[src/rtl/rdw_pkg.sv]
package rdw_pkg;
  localparam int NumBuf = 4;
  localparam int IdxW   = $clog2(NumBuf);

  // strobes from control to datapath
  typedef struct packed {
    logic restart;   // return to region 0, offset 0
    logic advance;   // one word written this cycle
  } dpCmd_t;
endpackage

[src/rtl/rdw_datapath.sv]
module rdw_datapath
  import rdw_pkg::*;
#(
  parameter int AddrW = 32,
  parameter int SizeW = 24
) (
  input  logic                          clk,
  input  logic                          rstN,
  input  dpCmd_t                        cmd,
  input  logic [NumBuf-1:0][AddrW-1:0]  baseAddr,
  input  logic [SizeW-1:0]              bufSize,
  output logic [IdxW-1:0]               bufIdx,
  output logic [SizeW-1:0]              offset,
  output logic                          atEnd,
  output logic [AddrW-1:0]              wrAddr
);
  localparam logic [SizeW-1:0] WordBytes = SizeW'(4);

  assign atEnd  = (offset == bufSize - WordBytes);
  assign wrAddr = baseAddr[bufIdx] + AddrW'(offset);

  always_ff @(posedge clk) begin
    if (!rstN) begin
      bufIdx <= '0;
      offset <= '0;
    end else if (cmd.restart) begin
      bufIdx <= '0;
      offset <= '0;
    end else if (cmd.advance) begin
      if (atEnd) begin
        offset <= '0;
        bufIdx <= bufIdx + IdxW'(1);   // natural wrap 3 -> 0
      end else begin
        offset <= offset + WordBytes;
      end
    end
  end
endmodule

[src/rtl/rdw_ctrl.sv]
module rdw_ctrl
  import rdw_pkg::*;
#(
  parameter int RecWords = 4
) (
  input  logic              clk,
  input  logic              rstN,
  input  logic              traceEn,
  input  logic              inValid,
  output logic              inReady,
  output logic              wrValid,
  input  logic              wrReady,
  input  logic [NumBuf-1:0] bufRelease,
  input  logic [IdxW-1:0]   bufIdx,
  input  logic              atEnd,
  output dpCmd_t            cmd,
  output logic              doneValid,
  output logic [IdxW-1:0]   doneIdx,
  output logic              overflow,
  output logic              stopped
);
  localparam int CntW = (RecWords > 1) ? $clog2(RecWords) : 1;
  localparam logic [CntW-1:0] LastCnt = CntW'(RecWords - 1);

  logic              run;
  logic [CntW-1:0]   recCnt;
  logic              dropReg;
  logic [NumBuf-1:0] busy;
  logic              gate, recStart, dropNow, accept;

  assign recStart = (recCnt == '0);
  assign gate     = run && (traceEn || !recStart);
  assign dropNow  = recStart ? busy[bufIdx] : dropReg;
  assign inReady  = gate && (dropNow || wrReady);
  assign wrValid  = gate && !dropNow && inValid;
  assign accept   = inValid && inReady;

  assign cmd.restart = !run && traceEn;
  assign cmd.advance = accept && !dropNow;
  assign doneValid   = cmd.advance && atEnd;
  assign doneIdx     = bufIdx;
  assign stopped     = !run;

  always_ff @(posedge clk) begin
    if (!rstN) begin
      run      <= 1'b0;
      recCnt   <= '0;
      dropReg  <= 1'b0;
      overflow <= 1'b0;
    end else if (cmd.restart) begin
      run      <= 1'b1;
      recCnt   <= '0;
      dropReg  <= 1'b0;
      overflow <= 1'b0;
    end else begin
      if (accept) begin
        recCnt <= (recCnt == LastCnt) ? '0 : recCnt + CntW'(1);
        if (recStart) begin
          dropReg <= busy[bufIdx];
          if (busy[bufIdx]) overflow <= 1'b1;
        end
      end
      if (run && !traceEn && recStart) run <= 1'b0;
    end
  end

  for (genvar i = 0; i < NumBuf; i++) begin : g_hold
    always_ff @(posedge clk) begin
      if (!rstN)                                 busy[i] <= 1'b0;
      else if (doneValid && doneIdx == IdxW'(i)) busy[i] <= 1'b1;
      else if (bufRelease[i])                    busy[i] <= 1'b0;
    end
  end
endmodule

[src/rtl/rdw_ring_writer.sv]
module rdw_ring_writer
  import rdw_pkg::*;
#(
  parameter int AddrW    = 32,
  parameter int SizeW    = 24,
  parameter int RecWords = 4
) (
  input  logic                          clk,
  input  logic                          rstN,
  input  logic                          traceEn,
  input  logic [31:0]                   inData,
  input  logic                          inValid,
  output logic                          inReady,
  input  logic [NumBuf-1:0][AddrW-1:0]  baseAddr,
  input  logic [SizeW-1:0]              bufSize,
  input  logic [NumBuf-1:0]             bufRelease,
  output logic [AddrW-1:0]              wrAddr,
  output logic [31:0]                   wrData,
  output logic                          wrValid,
  input  logic                          wrReady,
  output logic                          doneValid,
  output logic [IdxW-1:0]               doneIdx,
  output logic                          overflow,
  output logic                          stopped,
  output logic [IdxW-1:0]               fillIdx,
  output logic [SizeW-1:0]              fillOffset
);
  dpCmd_t cmd;
  logic   atEnd;

  assign wrData = inData;

  rdw_ctrl #(.RecWords(RecWords)) u_ctrl (
    .clk(clk), .rstN(rstN), .traceEn(traceEn),
    .inValid(inValid), .inReady(inReady),
    .wrValid(wrValid), .wrReady(wrReady),
    .bufRelease(bufRelease), .bufIdx(fillIdx), .atEnd(atEnd),
    .cmd(cmd), .doneValid(doneValid), .doneIdx(doneIdx),
    .overflow(overflow), .stopped(stopped)
  );

  rdw_datapath #(.AddrW(AddrW), .SizeW(SizeW)) u_dp (
    .clk(clk), .rstN(rstN), .cmd(cmd),
    .baseAddr(baseAddr), .bufSize(bufSize),
    .bufIdx(fillIdx), .offset(fillOffset), .atEnd(atEnd),
    .wrAddr(wrAddr)
  );
endmodule

[config.mk]
export PLATFORM = sky130hd
export DESIGN_NAME = rdw_ring_writer
export DESIGN_NICKNAME = d
export VERILOG_FILES = /design/src/rtl/rdw_pkg.sv /design/src/rtl/rdw_datapath.sv /design/src/rtl/rdw_ctrl.sv /design/src/rtl/rdw_ring_writer.sv
export SDC_FILE = /design/constraint.sdc
export NUM_CORES = 1
export LEC_CHECK = 0
export ABC_AREA = 0
export BUFFER_PORTS_ARGS = -buffer_cell sky130_fd_sc_hd__buf_2
export CORE_AREA = 5 5 109 111
export DETAILED_ROUTE_END_ITERATION = 12
export DIE_AREA = 0 0 114 116
export PLACE_DENSITY = 0.87
export SLEW_MARGIN = 10
export SYNTH_ARGS = -nofsm -noshare
export SYNTH_HDL_FRONTEND = slang
export SYNTH_SLANG_ARGS = --single-unit
export TNS_END_PERCENT = 30
[constraint.sdc]
create_clock -name clk -period 9.2 [get_ports clk]
set_clock_uncertainty 0.1 [all_clocks]
set_input_delay 1.38 -clock clk [delete_from_list [all_inputs] [get_ports clk]]
set_output_delay 1.38 -clock clk [all_outputs]
set_load 0.05 [all_outputs]
After elaboration in Yosys (flattened, before gate mapping)

Index checks and enable logic that the tools add are counted.

Register bits: 35
Bits of input ports: 193
Output and inout port bits: 97

Muxes and demuxes: 17
Reductions and logical operators: 30
Add/sub/neg operators: 5
Equal/unequal tests: 5
Bitwise gates (word level): 1
Order comparisons: 1

Operators by type and width:

| operator              | number |
|---|---|
| $bmux 32 s2           | 1 |
| $add 32x24->32        | 1 |
| $mux 32               | 1 |
| $add 24x3->24 const B | 1 |
| $eq 24x24->1          | 1 |
| $mux 24               | 1 |
| $sub 24x3->24 const B | 1 |
| $logic_and 1x1->1     | 14 |
| $mux 1                | 12 |
| $reduce_bool 2->1     | 5 |
| $eq 2x2->1 const B    | 3 |
| $add 2x1->2 const B   | 2 |
| $logic_not 1->1       | 4 |
| $logic_not 2->1       | 2 |
| $lt 2x3->1 const B    | 1 |
| $reduce_and 3->1      | 1 |
| $bmux 1 s2            | 1 |
| $eq 2x1->1 const B    | 1 |
| $logic_or 1x1->1      | 2 |
| $mux 2                | 1 |
| $reduce_and 2->1      | 1 |
| $reduce_or 2->1       | 1 |
| $not 1->1             | 1 |

Longest topological paths before layout

Depth after elaboration: 10
Gate-level depth with buffers: 13

Cells and area by module

Synthesis repeated with hierarchy kept, for this count alone.

Cells, all modules: 586
Area, all modules: 4,824.6 um^2

Modules (own cells, without submodules):

| module          | cells an instance | seq. area each (um^2) | times used | area each (um^2) |
|---|---|---|---|---|
| rdw_datapath    | 481               | 480.5                 | 1          | 3,996.3 |
| rdw_ctrl        | 73                | 180.2                 | 1          | 588.1 |
| rdw_ring_writer | 32                | 0.0                   | 1          | 240.2 |

Worst setup path before layout

OpenSTA, ideal clock, no wires.

Path kind: register -> output
Start point: register u_dp.bufIdx[0]
End point: output wrAddr[31]
Path slack: 2,349 ps
Arrival: 5,371 ps
Cell stages (with the launch flop): 14
Data required time: 7,720 ps
Cell sequence: dfxtp_1 clkbuf_1 clkbuf_1 buf_1 mux4_2 ha_1 and3_1 a221oi_1 o21ai_0 a22oi_1 o211ai_1 a31oi_1 nor4bb_1 xor2_1

Cells in the longest elaborated chain, start to end: 3

RTL lines:

| what                          | RTL line              | source |
|---|---|---|
| start, declared               | rdw_datapath.sv:12    | `output logic [IdxW-1:0] bufIdx,` |
| start signal, assigned        | rdw_datapath.sv:32    | `bufIdx <= bufIdx + IdxW'(1);` |
| $bmux 32 s2                   | rdw_datapath.sv:20    | `assign wrAddr = baseAddr[bufIdx] + AddrW'(offset);` |
| $mux 32 (not written as such) | rdw_datapath.sv:20    |  |
| $add 32x24->32                | rdw_datapath.sv:20    |  |
| end, declared                 | rdw_ring_writer.sv:17 | `output logic [AddrW-1:0] wrAddr,` |

No other way between the ends. The select of a mux whose other input is x is not followed.

Worst setup path in the final report

Start point: input baseAddr[101] (netlist name)
End point: output wrAddr[31]

Cells in the longest elaborated chain, start to end: 3

RTL lines:

| what                          | RTL line              | source |
|---|---|---|
| start, declared               | rdw_ring_writer.sv:14 | `input logic [NumBuf-1:0][AddrW-1:0] baseAddr,` |
| $bmux 32 s2                   | rdw_datapath.sv:20    |  |
| $mux 32 (not written as such) | rdw_datapath.sv:20    |  |
| $add 32x24->32                | rdw_datapath.sv:20    |  |

No other way between the ends. The select of a mux whose other input is x is not followed.

==> metrics.yaml <==
placed_design:
  hpwl_mm: 13.1
  io_buffers: 223
  gp_congestion: 0.936
clock_network:
  holdBufCountCts: 0
  cts.htree.levels: 2
  cts_buffer_depth: 2
  cts_buffers: 5
  post-cts-setup-buffers: 0
  cts.sinks: 33
  cts_tree: "yes"
  clk_latency_ns: 0.29
  path_clk_slew_ns: 0.07
  root_buffer: "clkbuf_8"
  cts_resized: 0
sta:
  maxSlewHeadroom_pct: 39.6
  period_share_pct: 66.9
  setup_viol: 0
  slew_violations: 0
  final.setup.tns_ns: 0
  fin_crit_ns: 6.16
  worstMarginPinSlew_ns: 0.906
  rsz0062_at_grt: "false"
  max_freq_mhz: 162
  hold_viol_final: 0
  fin_hold_ws_ns: 0.384
critical_path:
  cpMostUsedCell: "buf_2"
  cp-startpoint: "baseAddr[101]"
  r2r_slack_ns: 5.86
  cpLargestDelayFamily: "compound AO/OA/AOI/OAI gates"
  crit_path_start_kind: "primary input"
  crit_path_max_incr_delay_ns: 0.48
  path_class: "primary input to output port"
  arrival_ns: 4.68
  critPathMaxFanout: 6
  end_kind: "output port"
  cp.required_ns: 7.72
  crit_slowest_cell: "a221oi_1"
  crit_path_cell_trace: "buf_2 > mux4_2 > ha_1 > a21o_1 > a221oi_1 > o21ai_0 > a22oi_1 > o211ai_1 > a31oi_1 > nor4bb_1 > xor2_1 > buf_2"
  r2r-start: "u_dp.bufIdx[1]"
  cp_num_buf_inv: 2
layout:
  layout_common_cells: "buf_2, xnor2_1, nand2_1"
  fill_cells: 1007
  fin_util_pct: 55.3
  drive_above_1_share_pct: 40.8
  final_common_cell: "buf_2"
  nNetsFinal: 969
  antenna_cells: 0
  area_growth_pct: 21.2
drt:
  routed_wl_mm: 15.4
  firstDrtPassIters: 5
  via_per_inst: 5.62
  ant_nets: 0
  first_iter_violations: 267
  drcViolationCount: 0
  wl_per_cell_um: 17.4
  vias: 4981
grt:
  grt_start_max_net_pins: 40
  gr-total-overflow: 0
  antenna_found_initial: 3
  grt_pass1_vias: 4916
  grt_use_total_pct: 22.4
  grt_pass1_wl_mm: 24.0
power_and_ir_drop:
  p_leak_nw: 2.63
  powerDensity_nw_per_um2: 73.7
  p_total_w: 0.000436
  irDropWorstVdd_mv: 0.0545
floorplanning:
  die_h_um: 116
  ios: 290
  core-area_um2: 10700
  die-area_um2: 13200
  die-width_um: 114
  initial_utilization_pct: 45.6
  rows: 38
run:
  drv_cap: 0
logic_synthesis:
  yosysUniqueCellTypes: 67
  ys_warn_count: 0
  synthArstFlopShare_pct: 0
  yosys_most_used_dff: "dfxtp_1"
  synth.avg_cell_area_um2: 8.56
  synth_cells: 570
  synth_edf_count: 0
  syn_area_um2: 4880
  yosysSeqAreaShare_pct: 13.5
  synth-seq-cells: 33
hold_path:
  hold_path.class: "register to register"
  hold_start: "u_ctrl.overflow"
run_status:
  status: "complete, no violations"
metrics by stage:
| stage | cells | worst slack [ns] | area (um2) |
|---|---|---|---|
| detailed placement | 878 | 3.05 | 5800 |
| finish | 886 | 3.04 | 5910 |
| CTS | 886 | 3.05 | 5910 |
| floorplan | 572 | 2.35 | 4890 |
| global placement | 878 | 3.13 | 5800 |
| global route | 886 | 2.78 | 5910 |
Yosys cell counts, types with 18 or more instances:
cell type / n / area [um2]
o21ai_0: 21 / 105
ha_1: 31 / 388
inv_1: 18 / 67.6
a21oi_1: 32 / 160
nand2_1: 41 / 154
xor2_1: 31 / 272
mux4_2: 33 / 743
dfxtp_1: 33 / 661
nor2_1: 36 / 135
buf_4: 36 / 270
nand3_1: 20 / 100
xnor2_1: 42 / 368
nor2_2: 20 / 125
layout make-up:
class	instances	area (um2)	share of cell area (%)
inverter	18	67.6	1.14
timing repair buffer	224	1120	19.0
clock inverter	1	30.0	0.508
multi-input combinational	463	3770	63.7
clock buffer	7	86.3	1.46
tap	140	175	2.96
sequential	33	663	11.2
power by group:
part	leakage (nW)	total (W)	switching, W	internal (W)
Combinational	2.30	0.000149	0.0000887	0.0000604
Clock	0.0585	0.000143	0.0000545	0.0000883
Sequential	0.267	0.000144	0.000000554	0.000143
path summary, 6_finish.rpt:
kind,to,cells after the start
worst min-delay path,u_ctrl.overflow,2
worst min register to register,u_ctrl.overflow,2
worst max-delay path,wrAddr[31],12
worst max register to register,u_dp.offset[23],8
registers in the layout (all words and copies together), names as in the netlist:
name and count:
u_ctrl.run 1, u_dp.offset 22, u_ctrl.busy 4, u_ctrl.dropReg 1
u_ctrl.overflow 1, u_ctrl.recCnt 2, u_dp.bufIdx 2
per-layer routing:
| layer | share of wire, % | vias to the layer above | routed length (um) | track usage [%] |
|---|---|---|---|---|
| met3 | 8.1 | 39 | 1250 | 5.48 |
| met4 | 3.0 | 6 | 466 | 8.16 |
| met2 | 49 | 210 | 7620 | 38.4 |
| li1 | - | 2416 | - | - |
| met1 | 39 | 2310 | 6050 | 27.3 |
| met5 | 0.27 | - | 41 | 0 |
worst reg2reg max path, stage by stage (launching register included):
cell and delay (ns):
dfxtp_2 0.92, mux4_2 0.65, o22ai_1 0.18, and4_1 0.32, nand4_1 0.26, nand2b_1 0.34, nor3_1 0.22, xnor2_1 0.16
nor2_2 0.05
cells by family after synthesis:
| family | synth area share, % |
|---|---|
| compound gates | 15.5 |
| xor+xnor | 13.1 |
| fa+ha+maj | 7.95 |
| buf+inv | 9.41 |
| flops | 13.5 |
| mux | 16.3 |
| other cells | 0.0769 |
| simple gates | 24.1 |
No activity file was read; power rests on OpenSTA's default activity.
